## src/rtl/dma_ring_ptr.sv

```systemverilog
module dma_ring_ptr #(
  parameter int OFS_W     = 20,
  parameter int MAX_BURST = 16,
  parameter int BW        = $clog2(MAX_BURST + 1)
) (
  input  logic             clk,
  input  logic             rst_n,
  input  logic             cfg_we,
  input  logic [2:0]       cfg_sel,
  input  logic [OFS_W-1:0] cfg_wdata,
  input  logic             glb_irq_en,
  input  logic             xfer_done,
  input  logic [BW-1:0]    xfer_beats,
  output logic [OFS_W-1:0] wr_ptr,
  output logic [BW-1:0]    avail_beats,
  output logic             stall,
  output logic             irq_pending,
  output logic             irq
);
  localparam logic [2:0] SEL_START = 3'd0, SEL_END = 3'd1, SEL_LIMIT = 3'd2,
                         SEL_THR = 3'd3, SEL_CTRL = 3'd4, SEL_REINIT = 3'd5;
  localparam logic [OFS_W-1:0] MASK_SEG  = {{(OFS_W-7){1'b1}}, 7'b0};
  localparam logic [OFS_W-1:0] MASK_WORD = {{(OFS_W-3){1'b1}}, 3'b0};

  logic [OFS_W-1:0] start_q, end_q, lim_q, thr_q, ptr_q;
  logic             en_q, pend_q;

  logic [OFS_W-1:0] to_end, to_lim, room, room_w, step, sum, nxt;
  logic             lim_ahead, wrap, hit, do_ctrl, do_reinit;

  assign to_end    = end_q - ptr_q;
  assign to_lim    = lim_q - ptr_q;
  assign lim_ahead = lim_q > ptr_q;
  assign room      = (lim_ahead && to_lim < to_end) ? to_lim : to_end;
  assign room_w    = room >> 3;

  always_comb begin
    if (lim_q == ptr_q)                         avail_beats = '0;
    else if (room_w >= OFS_W'(MAX_BURST))       avail_beats = BW'(MAX_BURST);
    else                                        avail_beats = room_w[BW-1:0];
  end

  assign step = OFS_W'({xfer_beats, 3'b000});
  assign sum  = ptr_q + step;
  assign wrap = sum >= end_q;
  assign nxt  = wrap ? start_q : sum;
  assign hit  = (thr_q > ptr_q && thr_q <= sum) || (wrap && thr_q == start_q);

  assign do_ctrl   = cfg_we && cfg_sel == SEL_CTRL;
  assign do_reinit = cfg_we && cfg_sel == SEL_REINIT;

  always_ff @(posedge clk) begin
    if (!rst_n) begin
      start_q <= '0; end_q <= '0; lim_q <= '0; thr_q <= '0;
      ptr_q   <= '0; en_q  <= 1'b0; pend_q <= 1'b0;
    end else begin
      if (cfg_we) begin
        case (cfg_sel)
          SEL_START: start_q <= cfg_wdata & MASK_SEG;
          SEL_END:   end_q   <= cfg_wdata & MASK_SEG;
          SEL_LIMIT: lim_q   <= cfg_wdata & MASK_SEG;
          SEL_THR:   thr_q   <= cfg_wdata & MASK_WORD;
          SEL_CTRL:  en_q    <= cfg_wdata[0];
          default:   ;
        endcase
      end
      if (do_reinit)      ptr_q <= start_q;
      else if (xfer_done) ptr_q <= nxt;
      if (do_ctrl)                         pend_q <= 1'b0;
      else if (xfer_done && hit && en_q)   pend_q <= 1'b1;
    end
  end

  assign wr_ptr      = ptr_q;
  assign stall       = lim_q == ptr_q;
  assign irq_pending = pend_q;
  assign irq         = pend_q & glb_irq_en;

  p_no_grant_at_limit_r6: assert property (@(posedge clk) disable iff (!rst_n)
    stall |-> avail_beats == '0);
  p_burst_cap_r5: assert property (@(posedge clk) disable iff (!rst_n)
    avail_beats <= BW'(MAX_BURST));
  p_ptr_hold_r3: assert property (@(posedge clk) disable iff (!rst_n)
    (!xfer_done && !do_reinit) |=> $stable(wr_ptr));
  p_clear_wins_r8: assert property (@(posedge clk) disable iff (!rst_n)
    do_ctrl |=> !irq_pending);
  p_beats_legal_r4: assert property (@(posedge clk) disable iff (!rst_n)
    xfer_done |-> xfer_beats <= avail_beats);
endmodule

```

## config.mk

```make
export PLATFORM = sky130hd
export DESIGN_NAME = dma_ring_ptr
export DESIGN_NICKNAME = d
export VERILOG_FILES = /design/src/rtl/dma_ring_ptr.sv
export SDC_FILE = /design/constraint.sdc
export NUM_CORES = 1
export LEC_CHECK = 0
export ABC_AREA = 1
export CORE_ASPECT_RATIO = 1.2
export CORE_MARGIN = 3
export CORE_UTILIZATION = 65
export CTS_CLUSTER_SIZE = 20
export DETAILED_ROUTE_END_ITERATION = 7
export DONT_BUFFER_PORTS = 1
export PLACE_DENSITY = 0.78
export SETUP_SLACK_MARGIN = 0.1
export SYNTH_ARGS = -nofsm -noshare
export SYNTH_HDL_FRONTEND = slang
export SYNTH_SLANG_ARGS = --single-unit
```

## constraint.sdc

```tcl
create_clock -name clk -period 5.18 [get_ports clk]
set_input_delay 1.295 -clock clk [delete_from_list [all_inputs] [get_ports clk]]
set_output_delay 1.295 -clock clk [all_outputs]
set_load 0.03 [all_outputs]
```

-- Word-level counts from Yosys, hierarchy flattened
Index checks and enable logic that the tools add are counted.
Widths: inputs -> output; s select.
- reductions and logical operators: 16
- magnitude comparators: 6
- equality and inequality tests: 7
- add/sub/neg operators: 3
- shifts and indexed selects: 0
- multipliers: 0
- div/mod/pow operators: 0
- mux-type cells: 6
- bitwise gates (word level): 2
- operator list (kind ; number):
    $mux 20 ; 4
    $gt 20x20->1 ; 2
    $sub 20x20->20 ; 2
    $add 20x8->20 ; 1
    $eq 20x20->1 ; 1
    $ge 20x20->1 ; 1
    $le 20x20->1 ; 1
    $lt 20x20->1 ; 1
    $eq 17x17->1 ; 1
    $ge 17x5->1 const B ; 1
    $mux 5 ; 2
    $reduce_and 2->1 ; 5
    $logic_and 1x1->1 ; 7
    $eq 3x2->1 const B ; 2
    $eq 3x3->1 const B ; 2
    $eq 3x1->1 const B ; 1
    $logic_not 3->1 ; 1
    $reduce_bool 2->1 ; 1
    $reduce_or 2->1 ; 1
    $and 1x1->1 ; 1
    $logic_or 1x1->1 ; 1
    $not 1->1 ; 1
- register bits after elaboration: 78
- output and inout bits: 28
- input port bits: 33
- logic and storage cells: 47
- memories: 0
- bits in latches: 0
- memory bits (read-only): 0
- bits in writable memories: 0

-- Logic depth before layout (Yosys ltp)
Gate-level depths: netlist of the first run.
- depth after elaboration: 7
- mapped depth: 25
- gate-level depth less buffers: 25

-- Least setup slack after synthesis of the first run
Ideal clock, no wire load.
- path kind: register to output
- start: reg ptr_q[8] (netlist: wr_ptr[8])
- end: out avail_beats[0]
- data arrival time: 3.414 ns
- required time: 3.885 ns
- buffers on the path: 0
- cell stages (with the launch flop): 22
- setup slack: 0.471 ns
- path through: dfxtp_1 inv_1 ha_1 a21oi_1 o21ai_0 nand2_1 nand3_1 a21oi_1 inv_1 nand2_1 nand2_1 ha_1 nand2_1 nor4_1 nand2_1 nand3_1 nand2_1 nor2_1 nand4_1 nand2_2 nand2_2 nor2_1
- longest elaborated chain between the ends: 7
- elaborated cells on any way between the ends: 10
- those cells by class: add/sub: 2; order compare: 3; eq/ne: 1; mux: 3; reduce/logical: 1
- ends and longest elaborated chain (item ; line ; source):
    from (decl) ; 25 ; logic [OFS_W-1:0] start_q, end_q, lim_q, thr_q, ptr_q;
    from (signal assigned) ; 67 ; if (do_reinit) ptr_q <= start_q;
    from (signal assigned) ; 68 ; else if (xfer_done) ptr_q <= nxt;
    $sub 20x20->20 (on tied branches) ; 32, 31 ;
    $lt 20x20->1 ; 34 ; assign room = (lim_ahead && to_lim < to_end) ? to_lim : to_end;
    $logic_and 1x1->1 ; 34 ;
    $mux 20 ; 34 ;
    $ge 17x5->1 ; 39 ; else if (room_w >= OFS_W'(MAX_BURST)) avail_beats = BW'(MAX_BURST);
    $mux 5 ; 39 ;
    $mux 5 * ; 38 ; if (lim_q == ptr_q) avail_beats = '0;
    to (decl) ; 15 ; output logic [BW-1:0] avail_beats,
Mark *: on every way between the ends. The rest lies on a longest branch, timed or not.

-- Worst setup path in the final report of the first run
- start: reg ptr_q[13] (netlist: wr_ptr[13])
- end: out avail_beats[0]
The elaborated chain is that of the path after synthesis.

==> run_results.csv, run 1 <==
group,metric,value,unit
clock_network,clk_latency,340,ps
place,io_buffers,0,
sta,fmax,202,MHz
place,dp.cells,1176,
synth,synth_area_leaders,"dfxtp_1, ha_1, nand2_1",
synth,synth-main-ff-cell,"dfxtp_1",
critical_path,endpoint_kind,"primary output",
synth,netlist_area,6770,um^2
die,die_y,118,um
routing,drtIter0Drc,401,
clock_network,htree_num_levels,3,
critical_path,cp.arrival,3660,ps
clock_network,cts_max_path_buffers,2,
routing,dr.pass1.iters,5,
die,core,10100,um^2
die,rows,40,
routing,antenna_left,0,
die,fp.dieW,99.1,um
sta,finalHoldViolations,0,
global_routing,antenna_found_initial,0,
critical_path,reg2reg_to,"wr_ptr[15]",
critical_path,path_common_cell,"nand2_1",
critical_path,path_class,"reg2out",
finish,finalNonFillerCells,1195,
synth,synth_cells,1044,
clock_network,cts_buffers,9,
synth,synth_common_cells,"nand2_1, inv_1, nor2_1",
sta,holdWs,487,ps
finish,area_delta_synth_final,14.7,%
hold_path,hp-class,"reg2reg",
synth,synth_cell_type_count,47,
finish,area.sequential,1500,um^2
pwr,ir_drop,0.258,mV
synth,yosys_warnings,0,
synth,synth_edf_count,0,
die,pin_count,61,
sta,setup_ws,227,ps
routing,num_vias,6799,
status,status,"finished, final reports clean",
finish,fin_area,7760,um^2
critical_path,path_delay_family,"simple AND/OR/NAND/NOR gates",
critical_path,crit_start,"wr_ptr[13]",
sta,slew-limit-headroom,0.289,
finish,drive_above_1_share,0.133,
critical_path,slowest_stage,"dfxtp_1",
critical_path,rr_startpoint,"wr_ptr[6]",
sta,slew_viol_final,0,
global_routing,track_usage,0.316,
synth,ys_seq_area_frac,0.222,
synth,yosysMostFrequentCell,"nand2_1",
critical_path,worstPathMaxFanout,6,
global_routing,grt_overflow_total,0,
sta,setup_tns,0,ps
global_routing,first_global_vias,6380,
synth,yosysTopAreaCellShare,0.222,
synth,synth-async-reset-ratio,0,
synth,syn_area_per_cell,6.48,um^2
job,drv_cap,0,
routing,wl,19200,um
critical_path,crit_end,"avail_beats[0]",
critical_path,cp_num_buf_inv,2,
clock_network,cts_tree,"done",
pwr,power.total,2.42,mW
finish,nets,1190,
critical_path,critPathRequiredTime,3880,ps
sta,post-route-period-util,0.956,
pwr,p_leak,3.82,nW
sta,skew,5.29,ps
finish,diodes,0,
routing,viasPerCell,5.69,
sta,finalCriticalPeriod,4950,ps
critical_path,cp_cell_sequence,"inv_2 > ha_4 > a21oi_2 > o21ai_0 > a21oi_2 > nand3_1 > nand2_1 > nand2_1 > ha_1 > nand2_2 > o21ai_0 > nor2_1 > nand2_1 > nor2_2 > nand3_2 > nand2_1 > nor2_1 > nand4_1 > nand2_2 > nand2_2 > nor2_1 > buf_4",
die,start_util,0.673,
clock_network,cts.sink_count,75,
sta,tightest_slew,1060,ps
place,placed_area,7030,um^2
sta,setup_viol,0,
critical_path,worst-path-stages,22,
clock_network,cts_root_buf,"clkbuf_16",
global_routing,grt_pass1_wl,29700,um
finish,n_fill_cell,828,
finish,multi_input_area,4910,um^2
die,die_area,11700,um^2
routing,drc,0,
finish,fin_util,0.772,
sta,rsz0062_at_grt,"no",
place,dp_hpwl,15000,um
critical_path,start_kind,"register",
critical_path,slowest_delay,310,ps
global_routing,grt_max_degree,73,
synth,synth_seq_cells,75,
critical_path,reg2reg_depth,22,
synth,yosysTopAreaCell,"dfxtp_1",
pwr,power-per-cell-area,312,nW/um^2
clock_network,clkTransAtPathRegs,60,ps
critical_path,r2r_slack,1190,ps
place,pre_cts_slack,205,ps
place,gp_congestion,0.918,
routing,routed_wire_length_per_instance,16.1,um
## cell usage in the layout, fill, tap and decap left out, types with 2 or more instances in the layout
| cell type | netlist | final |
|---|---|---|
| clkbuf_16 | 0 | 9 |
| o21ai_1 | 3 | 5 |
| nor4_1 | 3 | 2 |
| a21oi_2 | 2 | 9 |
| o21a_1 | 2 | 2 |
| bufinv_16 | 0 | 2 |
| nor4_2 | 1 | 2 |
| nand4_1 | 22 | 22 |
| clkinv_2 | 0 | 3 |
| nor3_2 | 2 | 3 |
| o211ai_1 | 8 | 8 |
| nor2_1 | 110 | 107 |
| nand3_2 | 3 | 5 |
| nand3_1 | 64 | 62 |
| a21oi_1 | 99 | 91 |
| nand2_4 | 2 | 2 |
| o21ai_0 | 85 | 83 |
| nor2_2 | 3 | 6 |
| inv_1 | 156 | 146 |
| inv_2 | 6 | 15 |
| o21bai_1 | 3 | 2 |
| ha_4 | 0 | 21 |
| nor2_4 | 3 | 3 |
| clkbuf_8 | 0 | 2 |
| nor3_1 | 10 | 8 |
| xor2_1 | 16 | 16 |
| conb_1 | 1 | 3 |
| and2_1 | 3 | 2 |
| xnor2_1 | 10 | 9 |
| ha_1 | 92 | 70 |
| xnor2_2 | 1 | 2 |
| inv_4 | 1 | 2 |
| a21o_1 | 3 | 3 |
| nand2_1 | 208 | 202 |
| nand2_2 | 6 | 12 |
| buf_4 | 4 | 32 |
| dfxtp_1 | 75 | 74 |
| nand3b_1 | 6 | 6 |
## timing repair
item,4_1_cts,5_1_grt
buffers inserted,0,3
hold buffers,0,0
pin swaps,1,9
resized for setup,13,61
endpoints found under the setup margin,5,5
## cells by family (layout without fill, tap and decap cells)
| logic type | Yosys count | count (layout) | share of synthesized area |
|---|---|---|---|
| AOI/OAI and AO/OA | 209 | 209 | 0.164 |
| xor gates and xnor gates | 28 | 28 | 0.0385 |
| adders and majority gates | 93 | 93 | 0.173 |
| buffers and inverters | 189 | 212 | 0.109 |
| DFF | 75 | 75 | 0.222 |
| other | 1 | 3 | 0.000554 |
| and+or+nand+nor | 449 | 449 | 0.293 |
## power breakdown
| group | switching (mW) | leakage, nW | internal, mW | total (mW) |
|---|---|---|---|---|
| Combinational | 0.701 | 3.04 | 0.404 | 1.10 |
| Sequential | 0.0259 | 0.612 | 0.606 | 0.632 |
| Clock | 0.238 | 0.165 | 0.445 | 0.683 |
## worst register-to-register path, cell delays in order (launching register included)
cell and delay, ps:
dfxtp_1 410, buf_4 230, ha_1 380, nand3_1 90, nand2_1 130, a21oi_1 110, nor2_1 180, nand2_1 110
nor2_2 210, xor2_1 290, ha_1 300, a21oi_1 160, o21ai_0 100, nor2_1 110, nor3_1 50, nor3_1 280
nand3_1 150, buf_4 200, inv_2 170, nand2_1 80, nand3_1 70, nand3_1 80, inv_1 60
## layer usage
| layer | routed length [um] | share of wire | global-route usage | vias up |
|---|---|---|---|---|
| li1 | - | - | - | 3467 |
| met1 | 7830 | 0.41 | 0.371 | 3038 |
| met2 | 9610 | 0.50 | 0.571 | 243 |
| met3 | 1040 | 0.054 | 0.0379 | 51 |
| met4 | 711 | 0.037 | 0.134 | 0 |
| met5 | 0 | 0 | 0 | - |
## final cells by class
| type | instances | share of cell area |
|---|---|---|
| inverters | 164 | 0.0799 |
| well taps | 126 | 0.0203 |
| clock buffers | 11 | 0.0326 |
| flip-flops and latches | 75 | 0.194 |
| repair buffers | 32 | 0.0309 |
| clock inverters | 5 | 0.00967 |
| multi-input cells | 782 | 0.633 |
## sequential cells by signal (all words and copies together), names as in the netlist
register / flops
en_q: 1
irq_pending: 1
lim_q: 13
thr_q: 17
wr_ptr: 17
start_q: 13
end_q: 13
## worst min-delay path by stage
| stage | from | endpoint | slack, ps | cells after the start |
|---|---|---|---|---|
| 6_report | start_q[7] | start_q[7] | 490 | 2 |
| 2_1_floorplan | end_q[15] | end_q[15] | 450 | 2 |
| 5_1_grt | start_q[7] | start_q[7] | 520 | 2 |
| 3_5_place_dp | end_q[10] | end_q[10] | 480 | 2 |
| 4_1_cts | end_q[11] | end_q[11] | 480 | 2 |
| 3_3_place_gp | lim_q[13] | lim_q[13] | 470 | 2 |
Power figures use the tool's default switching activity.
==> run 2: changes to the inputs <==
--- a/config.mk
+++ b/config.mk
@@ -8,12 +8,13 @@
 export ABC_AREA = 1
 export CORE_ASPECT_RATIO = 1.2
 export CORE_MARGIN = 3
-export CORE_UTILIZATION = 65
+export CORE_UTILIZATION = 59
 export CTS_CLUSTER_SIZE = 20
 export DETAILED_ROUTE_END_ITERATION = 7
 export DONT_BUFFER_PORTS = 1
-export PLACE_DENSITY = 0.78
+export PLACE_DENSITY = 0.75
 export SETUP_SLACK_MARGIN = 0.1
+export SLEW_MARGIN = 20
 export SYNTH_ARGS = -nofsm -noshare
 export SYNTH_HDL_FRONTEND = slang
 export SYNTH_SLANG_ARGS = --single-unit
==> constraint.sdc (replaced) <==
create_clock -name clk -period 4.2 [get_ports clk]
set_input_delay 1.05 -clock clk [delete_from_list [all_inputs] [get_ports clk]]
set_output_delay 1.05 -clock clk [all_outputs]
set_load 0.03 [all_outputs]
==> run_results.csv, run 2 (synthesized netlist as in run 1, its figures left out) <==
group,metric,value,unit
clock_network,cts_root_buf,"clkbuf_16",
clock_network,cts_max_path_buffers,2,
critical_path,path_class,"reg2out",
status,status,"finished, violations left",
hold_path,hp-class,"reg2reg",
pwr,power.total,3.24,mW
critical_path,critPathRequiredTime,3150,ps
status,violations,"setup timing",
global_routing,grt_pass1_wl,33100,um
global_routing,grt.met3_usage,0.0433,
place,io_buffers,0,
global_routing,track_usage,0.322,
routing,num_vias,7417,
sta,finalCriticalPeriod,4680,ps
finish,diodes,0,
global_routing,use_met2,0.598,
routing,antenna_left,0,
finish,area.sequential,1530,um^2
routing,dr.pass1.iters,7,
place,dp_hpwl,15500,um
critical_path,slowest_stage,"dfxtp_4",
die,die_area,12800,um^2
routing,drtIter0Drc,543,
finish,drive_above_1_share,0.247,
die,core,11100,um^2
place,pre_cts_slack,-133,ps
sta,skew,5.76,ps
routing,viasPerCell,5.62,
finish,area_delta_synth_final,29.3,%
critical_path,start_kind,"register",
clock_network,cts_buffers,9,
finish,mostFrequentLayoutCell,"nand2_1",
clock_network,clk_latency,340,ps
clock_network,htree_num_levels,3,
sta,setup_tns,-2340,ps
sta,setup_viol,5,
finish,n_fill_cell,822,
critical_path,endpoint_kind,"primary output",
routing,drc,0,
sta,tightest_slew,1130,ps
sta,slew_viol_final,0,
global_routing,grt.met1_usage,0.364,
pwr,ir_drop,0.303,mV
sta,holdWs,488,ps
clock_network,hold_buffers,0,
die,pin_count,61,
job,drv_cap,0,
sta,post-route-period-util,1.12,
die,rows,42,
finish,final_cell_mix,"nand2_1, inv_1, buf_4",
sta,slew-limit-headroom,0.244,
clock_network,cts_tree,"done",
pwr,power-per-cell-area,370,nW/um^2
die,die_y,123,um
pwr,p_leak,4.30,nW
sta,fmax,213,MHz
clock_network,clkTransAtPathRegs,60,ps
critical_path,worstPathMaxFanout,4,
finish,nets,1286,
global_routing,first_global_vias,6995,
routing,wl,21400,um
global_routing,grt_max_degree,73,
critical_path,slowest_delay,370,ps
global_routing,antenna_found_initial,0,
routing,routed_wire_length_per_instance,16.2,um
critical_path,path_common_cell,"nand2_4",
die,fp.dieW,104,um
finish,multi_input_area,5130,um^2
critical_path,cp.arrival,3630,ps
global_routing,grt_overflow_total,0,
critical_path,cp_cell_sequence,"clkinvlp_4 > ha_4 > nand2_4 > nor2_1 > and2_1 > nand3_1 > nand4_1 > nand2_1 > ha_4 > nand2_4 > nor4_4 > nand2_1 > nand3_2 > nand2_2 > nor2_2 > nand4_1 > nand2_2 > nand2_4 > nor2_4",
global_routing,top_usage_layer,"met2",
place,gp_congestion,0.945,
sta,finalHoldViolations,0,
sta,setup_ws,-485,ps
die,start_util,0.607,
sta,rsz0062_at_grt,"yes",
clock_network,cts.sink_count,75,
==> run 2: changes by cell type in the layout (fill, tap and decap cells not counted), sizes merged <==
cell / delta
inv: -2
bufinv: -2
clkinv: +1
clkinvlp: +3
buf: +96
==> run 2: timing repair <==
action	CTS	global route
buffers inserted	10	5
endpoints found under the setup margin	5	19
pin swaps	47	17
resized for setup	76	34
==> run 2: final timing paths <==
path / from / endpoint / slack, ps / cells after the start
max: wr_ptr[14] / avail_beats[1] / -480 / 19
min: end_q[17] / end_q[17] / 490 / 2
max reg2reg: wr_ptr[6] / wr_ptr[17] / 440 / 23
min reg2reg: end_q[17] / end_q[17] / 490 / 2
==> run 2: per-stage QoR <==
step | instances | area [um^2] | utilization
2_1_floorplan | 1046 | 6860 | -
3_3_place_gp | 1288 | 7790 | 0.699
3_5_place_dp | 1288 | 7790 | 0.699
4_1_cts | 1314 | 8560 | 0.768
5_1_grt | 1319 | 8750 | 0.785
6_report | 1319 | 8750 | 0.785
==> run 2: power breakdown <==
group          switching (mW)  internal (mW)  total [mW]
Combinational            1.02          0.712        1.73
Sequential             0.0318          0.748       0.780
Clock                   0.301          0.428       0.729
Total                    1.35           1.89        3.24
==> run 2: per-layer routing <==
metal	share of wire	up-vias
met5	0	-
met4	0.044	0
met3	0.063	73
met2	0.50	286
met1	0.40	3390
li1	-	3668
==> run 2: layout make-up <==
class	instances	area share
multi-input cells	782	0.587
clock buffers	11	0.0289
inverters	164	0.0718
well taps	154	0.0220
clock inverters	5	0.00315
repair buffers	128	0.113
flip-flops and latches	75	0.175
==> run 2: worst max-delay path, delay by kind of cell (launching register included) <==
kind | cells | cell delay (ps)
adder cells (fa/ha/maj) | 2 | 640
buffers and inverters | 1 | 160
flip-flops | 1 | 370
AND/OR/NAND/NOR | 16 | 2140
==> run 3: changes to the inputs <==
--- a/config.mk
+++ b/config.mk
@@ -13,6 +13,7 @@
 export DETAILED_ROUTE_END_ITERATION = 7
 export DONT_BUFFER_PORTS = 1
 export PLACE_DENSITY = 0.75
+export RECOVER_POWER = 25
 export SETUP_SLACK_MARGIN = 0.1
 export SLEW_MARGIN = 20
 export SYNTH_ARGS = -nofsm -noshare
==> run_results.csv, run 3 (synthesized netlist as in run 1, its figures left out) <==
group,metric,value,unit
clock_network,htree_num_levels,3,
sta,fmax,214,MHz
routing,num_vias,7419,
die,rows,42,
sta,post-route-period-util,1.11,
finish,drive_above_1_share,0.238,
critical_path,critPathRequiredTime,3150,ps
global_routing,grt_pass1_wl,33100,um
global_routing,track_usage,0.322,
clock_network,cts_max_path_buffers,2,
pwr,pwr-share-seq,0.242,
global_routing,first_global_vias,6995,
clock_network,clkTransAtPathRegs,60,ps
job,drv_cap,0,
die,core,11100,um^2
finish,nets,1286,
sta,slew_viol_final,0,
pwr,power.internal,1.88,mW
sta,finalCriticalPeriod,4680,ps
hold_path,hp-class,"reg2reg",
routing,viasPerCell,5.62,
global_routing,grt_max_degree,73,
global_routing,antenna_found_initial,0,
clock_network,cts_root_buf,"clkbuf_16",
routing,routed_wire_length_per_instance,16.1,um
pwr,ir_drop,0.303,mV
critical_path,path_class,"reg2out",
place,placed_area,7790,um^2
global_routing,grt_overflow_total,0,
clock_network,hold_buffers,0,
place,dp_hpwl,15500,um
finish,n_fill_cell,834,
critical_path,cp_num_buf_inv,1,
place,gp_congestion,0.945,
critical_path,cp_cell_sequence,"clkinvlp_4 > ha_4 > nand2_4 > nor2_1 > and2_1 > nand3_1 > nand4_1 > nand2_1 > ha_4 > nand2_4 > nor4_4 > nand2_1 > nand3_2 > nand2_2 > nor2_2 > nand4_1 > nand2_2 > nand2_4 > nor2_4",
finish,fin_area,8710,um^2
critical_path,endpoint_kind,"primary output",
sta,finalHoldViolations,0,
die,start_util,0.607,
sta,setup_ws,-480,ps
die,fp.dieW,104,um
sta,setup_tns,-2320,ps
critical_path,path_delay_family,"simple AND/OR/NAND/NOR gates",
routing,drc,0,
finish,area_delta_synth_final,28.7,%
sta,tightest_slew,1130,ps
finish,diodes,0,
sta,holdWs,487,ps
pwr,power.net_switching,1.35,mW
clock_network,cts_tree,"done",
clock_network,clk_latency,340,ps
place,dp.cells,1288,
pwr,p_sw_frac,0.417,
critical_path,cp.arrival,3630,ps
routing,wl,21300,um
die,pin_count,61,
critical_path,start_kind,"register",
pwr,p_leak,4.26,nW
status,status,"finished, violations left",
place,io_buffers,0,
finish,mostFrequentLayoutCell,"nand2_1",
die,die_y,123,um
die,die_area,12800,um^2
critical_path,slowest_stage,"dfxtp_4",
pwr,comb_power_share,0.532,
pwr,clkPwrFrac,0.226,
sta,setup_viol,5,
routing,antenna_left,0,
sta,rsz0062_at_grt,"yes",
critical_path,worstPathMaxFanout,4,
pwr,power.total,3.23,mW
routing,dr.pass1.iters,5,
finish,finalNonFillerCells,1319,
critical_path,slowest_delay,370,ps
critical_path,path_common_cell,"nand2_4",
pwr,power-per-cell-area,370,nW/um^2
routing,drtIter0Drc,611,
status,violations,"setup timing",
clock_network,cts_buffers,9,
finish,final_cell_mix,"nand2_1, inv_1, buf_4",
clock_network,cts.sink_count,75,
sta,skew,5.83,ps
sta,slew-limit-headroom,0.246,
==> run 3: path summary, 6_finish.rpt <==
path,cells after the start,endpoint,startpoint,slack (ps)
max,19,avail_beats[1],wr_ptr[14],-480
min,2,start_q[7],start_q[7],490
max reg2reg,23,wr_ptr[17],wr_ptr[4],350
min reg2reg,2,start_q[7],start_q[7],490
==> run 3: final cells by class <==
type | count | area (um^2) | area share
inverter | 164 | 628 | 0.0721
clock inverter | 5 | 27.5 | 0.00316
timing repair buffer | 128 | 943 | 0.108
sequential | 75 | 1530 | 0.176
multi-input combinational | 782 | 5130 | 0.589
clock buffer | 11 | 253 | 0.0290
tap | 154 | 193 | 0.0221
==> run 3: metal layers <==
layer | GRT usage | wire, um | vias to the layer above
met5 | 0 | 0 | -
li1 | - | - | 3670
met1 | 0.364 | 8440 | 3393
met3 | 0.0433 | 1250 | 77
met4 | 0.164 | 963 | 0
met2 | 0.598 | 10600 | 279
==> run 3: per-stage QoR <==
step                      setup slack [ps]   util
after floorplan                        102      -
after global placement               -93.9  0.699
after detailed placement              -133  0.699
after CTS                             -310  0.768
after global routing                  -617  0.782
final                                 -480  0.782
==> run 3: worst min-delay path, stage by stage, from the launching register on <==
cell	delay (ps)
dfxtp_1	320
inv_1	70
a21oi_1	50
==> run 3: what timing repair did <==
item | CTS | global route
endpoints found under the setup margin | 5 | 19
gates resized for setup | 76 | 34
pin swaps | 47 | 17
buffers inserted | 10 | 5
==> run 3: power groups by stage <==
stage / logic, mW / clock network [mW] / registers, mW
CTS: 1.58 / 0.724 / 0.778
global placement: 1.38 / 0 / 0.788
global route: 1.88 / 0.752 / 0.783
detailed placement: 1.41 / 0 / 0.790
floorplan: 0.911 / 0 / 0.823
finish: 1.72 / 0.729 / 0.780
